File: src/rtl/lut_logic_cell.sv
module lut_logic_cell (
  input  logic       clk,
  input  logic       rst,
  input  logic       cfg_en,
  input  logic       cfg_din,
  input  logic [3:0] in_f,
  input  logic [3:0] in_g,
  input  logic       in_h1,
  output logic       out_x,
  output logic       out_y,
  output logic       cfg_done
);
  localparam int FG_BITS  = 16;
  localparam int H_BITS   = 8;
  localparam int SEL_BITS = 4;
  localparam int CFG_BITS = 2 * FG_BITS + H_BITS + SEL_BITS;
  localparam int CW       = $clog2(CFG_BITS + 1);

  logic [CFG_BITS-1:0] cfg_sr;
  logic [CW-1:0]       cnt;
  logic                qx, qy;

  wire [FG_BITS-1:0] tbl_f = cfg_sr[CFG_BITS-1 -: FG_BITS];
  wire [FG_BITS-1:0] tbl_g = cfg_sr[CFG_BITS-FG_BITS-1 -: FG_BITS];
  wire [H_BITS-1:0]  tbl_h = cfg_sr[SEL_BITS +: H_BITS];
  wire sel_x_h   = cfg_sr[3];
  wire sel_y_h   = cfg_sr[2];
  wire sel_x_reg = cfg_sr[1];
  wire sel_y_reg = cfg_sr[0];

  wire f_o = tbl_f[in_f];
  wire g_o = tbl_g[in_g];
  wire h_o = tbl_h[{in_h1, g_o, f_o}];

  wire dx = sel_x_h ? h_o : f_o;
  wire dy = sel_y_h ? h_o : g_o;

  wire full = (cnt == CW'(CFG_BITS));

  always_ff @(posedge clk) begin
    if (rst) begin
      cfg_sr   <= '0;
      cnt      <= '0;
      cfg_done <= 1'b0;
      qx       <= 1'b0;
      qy       <= 1'b0;
    end else begin
      if (cfg_en && !full) begin
        cfg_sr <= {cfg_sr[CFG_BITS-2:0], cfg_din};
        cnt    <= cnt + 1'b1;
      end
      cfg_done <= full;
      if (cfg_done) begin
        qx <= dx;
        qy <= dy;
      end
    end
  end

  assign out_x = cfg_done & (sel_x_reg ? qx : dx);
  assign out_y = cfg_done & (sel_y_reg ? qy : dy);
endmodule

File: config.mk
export PLATFORM = sky130hd
export DESIGN_NAME = lut_logic_cell
export DESIGN_NICKNAME = d
export VERILOG_FILES = /design/src/rtl/lut_logic_cell.sv
export SDC_FILE = /design/constraint.sdc
export NUM_CORES = 1
export LEC_CHECK = 0
export ABC_AREA = 1
export BUFFER_PORTS_ARGS = -buffer_cell sky130_fd_sc_hd__buf_4
export CAP_MARGIN = 20
export CORE_ASPECT_RATIO = 1.5
export CORE_MARGIN = 2
export CORE_UTILIZATION = 40
export DETAILED_ROUTE_END_ITERATION = 10
export GPL_TIMING_DRIVEN = 0
export MAX_ROUTING_LAYER = met4
export PLACE_DENSITY_LB_ADDON = 0.1
export SLEW_MARGIN = 20
export SYNTH_ARGS = -nofsm -noshare
export SYNTH_HDL_FRONTEND = slang
export SYNTH_SLANG_ARGS = --single-unit
File: constraint.sdc
create_clock -name clk -period 2.8 [get_ports clk]
set_input_delay 0.28 -clock clk [delete_from_list [all_inputs] [get_ports clk]]
set_output_delay 0.28 -clock clk [all_outputs]
set_load 0.05 [all_outputs]
=== Yosys cells after proc, flatten, opt, wreduce, memory -nomap -nowiden ===
Index checks and enable logic that the tools add are counted.
Widths: inputs -> output; s select.

* Flip-flop bits (word level): 53
* Bits of input ports: 13
* Output and inout bits: 3
* Word-level logic and storage cells: 24

* Add/sub/neg operators: 1
* $lt $le $gt $ge: 3
* Equal/unequal tests: 1
* Mux-type cells: 10
* Bitwise gates (word level): 2
* Reductions and logical operators: 2

{| class="wikitable"
|+ Operator list
! kind !! number
|-
| $lt 4x5->1 const B || 2
|-
| $bmux 1 s4 || 2
|-
| $mux 1 || 7
|-
| $add 6x1->6 const B || 1
|-
| $eq 6x6->1 const B || 1
|-
| $lt 3x4->1 const B || 1
|-
| $bmux 1 s3 || 1
|-
| $and 1x1->1 || 2
|-
| $logic_and 1x1->1 || 1
|-
| $logic_not 1->1 || 1
|}

=== Depth between registers and ports, before layout ===
Gate-level depths: netlist of run 1.

* Depth after elaboration: 7
* Gate-level depth with buffers: 13
* Mapped depth without buffers: 12

=== Least setup slack after synthesis of run 1 ===
Ideal clock, no wire load.

* Path kind: input to output
* Start point: input port in_f[0]
* End point: output port out_x
* Arrival time: 1.921 ns
* Required time: 2.520 ns
* Path slack: 0.599 ns
* Stages on the path: 12
* Path buffers: 1
* Cell sequence: buf_6 > nand2_1 > nand3_1 > nand3_1 > nand3_4 > nand2_2 > nand2_1 > nand3_2 > nand3_2 > nand3_1 > nand2_1 > a21oi_1

* Word-level cells in the longest chain between the ends: 7

{| class="wikitable"
|+ Ends and longest elaborated chain
! element !! line !! text
|-
| from (decl) || 6 || <nowiki>input logic [3:0] in_f,</nowiki>
|-
| $bmux 1 s4 (*) || 31 || <nowiki>wire f_o = tbl_f[in_f];</nowiki>
|-
| $mux 1 (not written as such) (*) || 31 ||
|-
| $bmux 1 s3 || 33 || <nowiki>wire h_o = tbl_h[{in_h1, g_o, f_o}];</nowiki>
|-
| $mux 1 (not written as such) || 33 ||
|-
| $mux 1 (*) || 35 || <nowiki>wire dx = sel_x_h ? h_o : f_o;</nowiki>
|-
| $mux 1 (*) || 60 || <nowiki>assign out_x = cfg_done & (sel_x_reg ? qx : dx);</nowiki>
|-
| $and 1x1->1 (*) || 60 ||
|-
| to (decl) || 9 || <nowiki>output logic out_x,</nowiki>
|}

Every way passes the cells marked *; elsewhere a longest branch is shown, timed or not. The select of a mux whose other input is x is not followed.

=== Worst setup path in the final report of run 1 ===
* Start point: register cfg_sr[35]
* End point: output port out_x

* Word-level cells in the longest chain between the ends: 7

{| class="wikitable"
|+ Ends and longest elaborated chain
! element !! line !! text
|-
| from (decl) || 19 || <nowiki>logic [CFG_BITS-1:0] cfg_sr;</nowiki>
|-
| from (signal assigned) || 49 || <nowiki>cfg_sr <= {cfg_sr[CFG_BITS-2:0], cfg_din};</nowiki>
|-
| $bmux 1 s4 (*) || 31 ||
|-
| $mux 1 (not written as such) (*) || 31 ||
|-
| $bmux 1 s3 || 33 ||
|-
| $mux 1 (not written as such) || 33 ||
|-
| $mux 1 (*) || 35 ||
|-
| $mux 1 (*) || 60 ||
|-
| $and 1x1->1 (*) || 60 ||
|}

Marks and branches as above.

==> impl_metrics.yaml, run 1 <==
critical_path:
  path_class: "reg -> out"
  path_cells: "clkinv_1 -> nand2_1 -> nand3_1 -> nand3_1 -> nand3_4 -> nand2_2 -> nand2_1 -> nand3_2 -> nand3_2 -> nand3_1 -> nand2_1 -> a21oi_1 -> buf_4"
  cp.required_ns: 2.52
  cp_slowest_stage_delay_ns: 0.34
  setup.worst_path.end_class: "primary output"
  critPathSlowestCell: "dfxtp_1"
  startpoint_type: "flip-flop"
  crit_fanout: 5
  arrival_ns: 1.97
timing:
  max_freq_mhz: 445
  setup_viol_count_final: 0
  rsz0062_at_grt: "no"
  final-max-slew-violation-count: 0
  skew_ns: 0.0119
  worst_pin_slew_ns: 0.569
  final.setup.tns_ns: 0
  finalCritPeriodShare_pct: 80.3
  finalHoldViolations: 0
  fin_crit_ns: 2.25
  slew_headroom_pct: 62.0
power_and_ir_drop:
  leakage_nw: 1.12
  vdd_drop_max_mv: 0.326
  power.density_mw_per_mm2: 570
floorplan:
  pin_count: 16
  chipHeight_um: 98.8
  num_rows: 34
  initial_core_util_pct: 41.4
  dieWidth_um: 67.2
  core-area_mm2: 0.00579
  die-area_mm2: 0.00664
logic_synthesis:
  netlist_area_mm2: 0.00240
  synthesis.nets: 339
  synth.most_common_cell: "dfxtp_1"
  post_synth_num_cell_types: 26
  synth_edf_count: 0
  synth_top_cell_area_share_pct: 44.3
  yosysWarnings: 0
  async_flop_share_pct: 0
  synth_commonest_cells: "dfxtp_1, a21oi_1, o21ai_0, inv_1, nand2_1"
  synth_area_leader_cell: "dfxtp_1"
  yosys-top-cells-area: "dfxtp_1, a21oi_1, o21ai_0"
  synth_ff_type: "dfxtp_1"
  post_synth.cell_area_avg_um2: 7.40
  ys_seq_elements: 53
  yosysSeqAreaShare_pct: 44.3
  synthCells: 324
grt:
  grt_max_degree: 16
  grt_pass1_vias: 1974
  overflow: 0
  grt_antenna_before_repair: 0
  grt_pass1_wl_um: 8940
  grtUsageTotal_pct: 18.1
final_layout:
  drive_above_1_share_pct: 14.2
  areaGrowthSynthToFinish_pct: 12.8
  diodes: 0
  nets: 361
  final_core_util_pct: 46.7
cts:
  cts_tree: "built"
  cts-hold-fix-buffers: 0
  clockBufferDepth: 2
  cts_buffers: 5
  cts_resized: 0
  path_clk_slew_ns: 0.10
  cts.sinks: 53
  clock_tree.root_cell: "clkbuf_8"
  clk_latency_ns: 0.30
  cts_setup_buffers: 0
  h-tree-depth: 2
routing:
  drt_iter0_drc: 89
  ant_nets: 0
  wl_per_cell_um: 13.0
  first_pass_iters: 4
  via_per_inst: 4.98
  wirelength_um: 5430
  drc: 0
  dr_total_vias: 2080
hold_path:
  hp-class: "in -> reg"
place:
  place_congestion: 0.756
  dp_hpwl_um: 3970
  io_buffers: 15
run:
  cap_violations: 0
status:
  outcome: "completed"
## sequential cells by signal, indices dropped and copies added, names as in the netlist
signal / cells
cfg_sr: 44
cnt: 6
cfg_done: 1
qx: 1
qy: 1
## cells in the final DEF (no fill, tap or decap), types with 2 or more instances in the layout
master    count
nand3_2       9
inv_1        37
nand2_1      36
nor2_1       28
nor3_1        2
nand3_4       2
dfxtp_1      53
buf_6         2
buf_4        15
clkbuf_1     11
o211ai_1      2
nand2_2       2
a21oi_1      42
o21ai_1      21
clkinv_1      2
o21ai_2       2
ha_1          2
inv_2         4
o21ai_0      38
nand3_1      20
buf_2         3
clkbuf_8      5
## stage by stage
step / area (µm²) / worst slack, ns / power (mW) / instances / hold slack, ns
after global routing: 2700 / 0.316 / 1.61 / 418 / 0.125
after floorplan: 2400 / 0.599 / 0.989 / 324 / 0.352
after CTS: 2700 / 0.511 / 1.56 / 418 / 0.121
after detailed placement: 2600 / 0.723 / 1.06 / 411 / 0.450
after global placement: 2600 / 0.732 / 1.05 / 411 / 0.445
final: 2700 / 0.552 / 1.54 / 418 / 0.125
## where the power goes
group	internal, mW	leakage (nW)	switching (mW)	total (mW)
clock	0.260	0.0540	0.244	0.505
combinational	0.0805	0.632	0.135	0.215
sequential	0.797	0.437	0.0235	0.820
## cell families (layout without fill, tap and decap cells)
group	count (synthesis)	after routing	share of synthesized area, %
DFF	53	53	44.3
adders and majority gates	2	2	1.04
AOI/OAI and AO/OA	105	105	22.4
and+or+nand+nor	104	104	22.1
buffers and inverters	60	82	10.2
## cell type report
class | count | area, µm²
fill | 631 | 3080
tap | 72 | 90.1
timing repair buffer | 15 | 113
clock buffer | 5 | 68.8
inverter | 43 | 161
multi-input combinational | 211 | 1090
buffer | 17 | 82.6
clock inverter | 2 | 35.0
sequential | 53 | 1060
## path summary, 6_finish.rpt
check	to	cells after the start	slack, ns	startpoint
min	cfg_done$_SDFF_PP0_	2	0.12	rst
max	out_x	13	0.55	cfg_sr[35]$_SDFFE_PP0P_
min reg2reg	cfg_sr[43]$_SDFFE_PP0P_	2	0.46	cfg_sr[43]$_SDFFE_PP0P_
max reg2reg	cnt[4]$_SDFFE_PP0P_	9	0.96	cnt[0]$_SDFFE_PP0P_
## worst max-delay path: cells and delay by family, from the launching register on
| kind | cells | cell delay [ns] |
|---|---|---|
| simple gates | 10 | 0.88 |
| buf+inv | 2 | 0.29 |
| flops | 1 | 0.34 |
| compound gates | 1 | 0.14 |
## per-layer routing
layer  GRT usage, %  vias to the layer above  wire (µm)
met5              -                        -          0
met2           32.2                       20       2830
li1               -                     1111          -
met4           4.87                        0         59
met1           20.2                      945       2430
met3           3.20                        4        111
(Power assumes the default switching activity.)
==> inputs of run 2 (changes only) <==
clock period = 2.1 ns   (was 2.8 ns; I/O delays follow)
==> impl_metrics.yaml, run 2 (synthesized netlist as in run 1, its figures left out) <==
status:
  outcome: "completed"
grt:
  grt_antenna_before_repair: 0
  grt_max_degree: 16
  overflow: 0
  grt_pass1_vias: 1984
  grtUsageTotal_pct: 18.1
  grt_pass1_wl_um: 8940
critical_path:
  regToRegStartpoint: "cnt[0]$_SDFFE_PP0P_"
  arrival_ns: 1.84
  crit_fanout: 5
  cp.required_ns: 1.89
  startpoint_type: "flip-flop"
  path_class: "reg -> out"
  setup.worst_path.end_class: "primary output"
  reg2reg_depth: 9
  critical_path.startpoint: "cfg_sr[34]$_SDFFE_PP0P_"
floorplan:
  initial_core_util_pct: 41.4
  chipHeight_um: 98.8
  num_rows: 34
  dieWidth_um: 67.2
  die-area_mm2: 0.00664
  pin_count: 16
  core-area_mm2: 0.00579
final_layout:
  largest_reg_flops: 44
  nets: 362
  design_area_mm2: 0.00280
  areaGrowthSynthToFinish_pct: 16.6
  drive_above_1_share_pct: 23.9
  layout_common_cells: "a21oi_1, o21ai_0, dfxtp_1, inv_1, nand2_1"
  diodes: 0
  reg_top3: "cfg_sr x44, cnt x6"
  layout_commonest_cell: "a21oi_1"
  regMostFlops: "cfg_sr"
timing:
  max_freq_mhz: 488
  final-max-slew-violation-count: 0
  rsz0062_at_grt: "yes"
  finalHoldViolations: 0
  slew_headroom_pct: 63.4
  timing.hold.ws_ns: 0.0577
  finalCritPeriodShare_pct: 97.7
  worst_pin_slew_ns: 0.549
  skew_ns: 0.0102
  fin_crit_ns: 2.05
  setup_viol_count_final: 0
cts:
  clockBufferDepth: 2
  cts_buffers: 5
  h-tree-depth: 2
  clk_latency_ns: 0.30
  clock_tree.root_cell: "clkbuf_8"
  path_clk_slew_ns: 0.10
  cts_tree: "built"
  cts.sinks: 53
routing:
  drt_iter0_drc: 103
  dr_total_vias: 2111
  wl_per_cell_um: 13.1
  first_pass_iters: 5
  via_per_inst: 5.04
  drc: 0
  ant_nets: 0
  wirelength_um: 5480
power_and_ir_drop:
  swShare_pct: 26.2
  seqPwrFrac_pct: 53.0
  power.density_mw_per_mm2: 741
  leakage_nw: 1.15
  intPower_mw: 1.53
  p_sw_mw: 0.543
  fin_total_pwr_mw: 2.07
  vdd_drop_max_mv: 0.435
  share_comb_of_total_power_pct: 14.8
  pwr-share-clk_pct: 32.2
place:
  io_buffers: 15
  place_area_mm2: 0.00260
  place_congestion: 0.756
  dp_hpwl_um: 3970
hold_path:
  hold_depth: 2
  hold_start: "rst"
  hp-class: "in -> reg"
run:
  cap_violations: 0
## run 2: cell count changes in the layout (fill, tap and decap cells not counted), sizes merged
cell    delta
inv        +2
clkinv     -2
buf        +1
## run 2: power by group through the flow
stage | logic [mW] | clock network, mW | registers (mW)
6_report | 0.306 | 0.667 | 1.10
4_1_cts | 0.300 | 0.688 | 1.09
3_5_place_dp | 0.290 | 0 | 1.12
3_3_place_gp | 0.287 | 0 | 1.12
2_1_floorplan | 0.210 | 0 | 1.11
5_1_grt | 0.348 | 0.723 | 1.11
## run 2: layout make-up
class	count	area, µm²
Fill cell	631	2990
Multi-Input combinational cell	211	1150
Sequential cell	53	1080
Inverter	43	161
Timing Repair Buffer	16	128
Tap cell	72	90.1
Buffer	17	82.6
Clock buffer	5	68.8
Clock inverter	2	35.0
## run 2: worst paths after layout
kind                                  end  slack [ns]
setup / recovery                    out_y        0.05
hold / removal        cfg_done$_SDFF_PP0_        0.06
hold reg to reg   cfg_sr[35]$_SDFFE_PP0P_        0.46
setup reg to reg      cnt[4]$_SDFFE_PP0P_        0.26
## run 2: critical path, stage by stage (launching register included)
cell and delay [ns]:
dfxtp_2 0.34, inv_1 0.04, nand2_1 0.05, nand3_1 0.08, nand3_2 0.10, nand3_4 0.12
nand2_4 0.12, nand2_2 0.05, nand3_2 0.07, nand3_2 0.09, nand3_2 0.09, nand2_2 0.07
a21oi_2 0.14, buf_6 0.17
## run 2: metrics by stage
step                      cells  util [%]  setup slack (ns)  TNS [ns]
after floorplan             324         -          0.000828         0
after global placement      411      44.9             0.172         0
after detailed placement    411      44.9             0.163         0
after CTS                   418      47.4           0.00192         0
after global routing        419      48.3           -0.0922    -0.182
final                       419      48.3            0.0489         0
## run 2: metal layers
metal / GRT usage (%) / share of wire, % / up-vias
li1: - / - / 1116
met1: 20.0 / 44 / 962
met2: 32.4 / 53 / 27
met3: 3.20 / 2.2 / 6
met4: 4.87 / 1.3 / 0
met5: - / 0 / -
## run 2: repair_timing
item | in CTS | in global routing
resized for setup | 11 | 25
pin swaps | 6 | 12
hold buffers | 0 | 0
setup endpoints to repair | 2 | 2
cloned | 0 | 0
setup buffers | 0 | 1
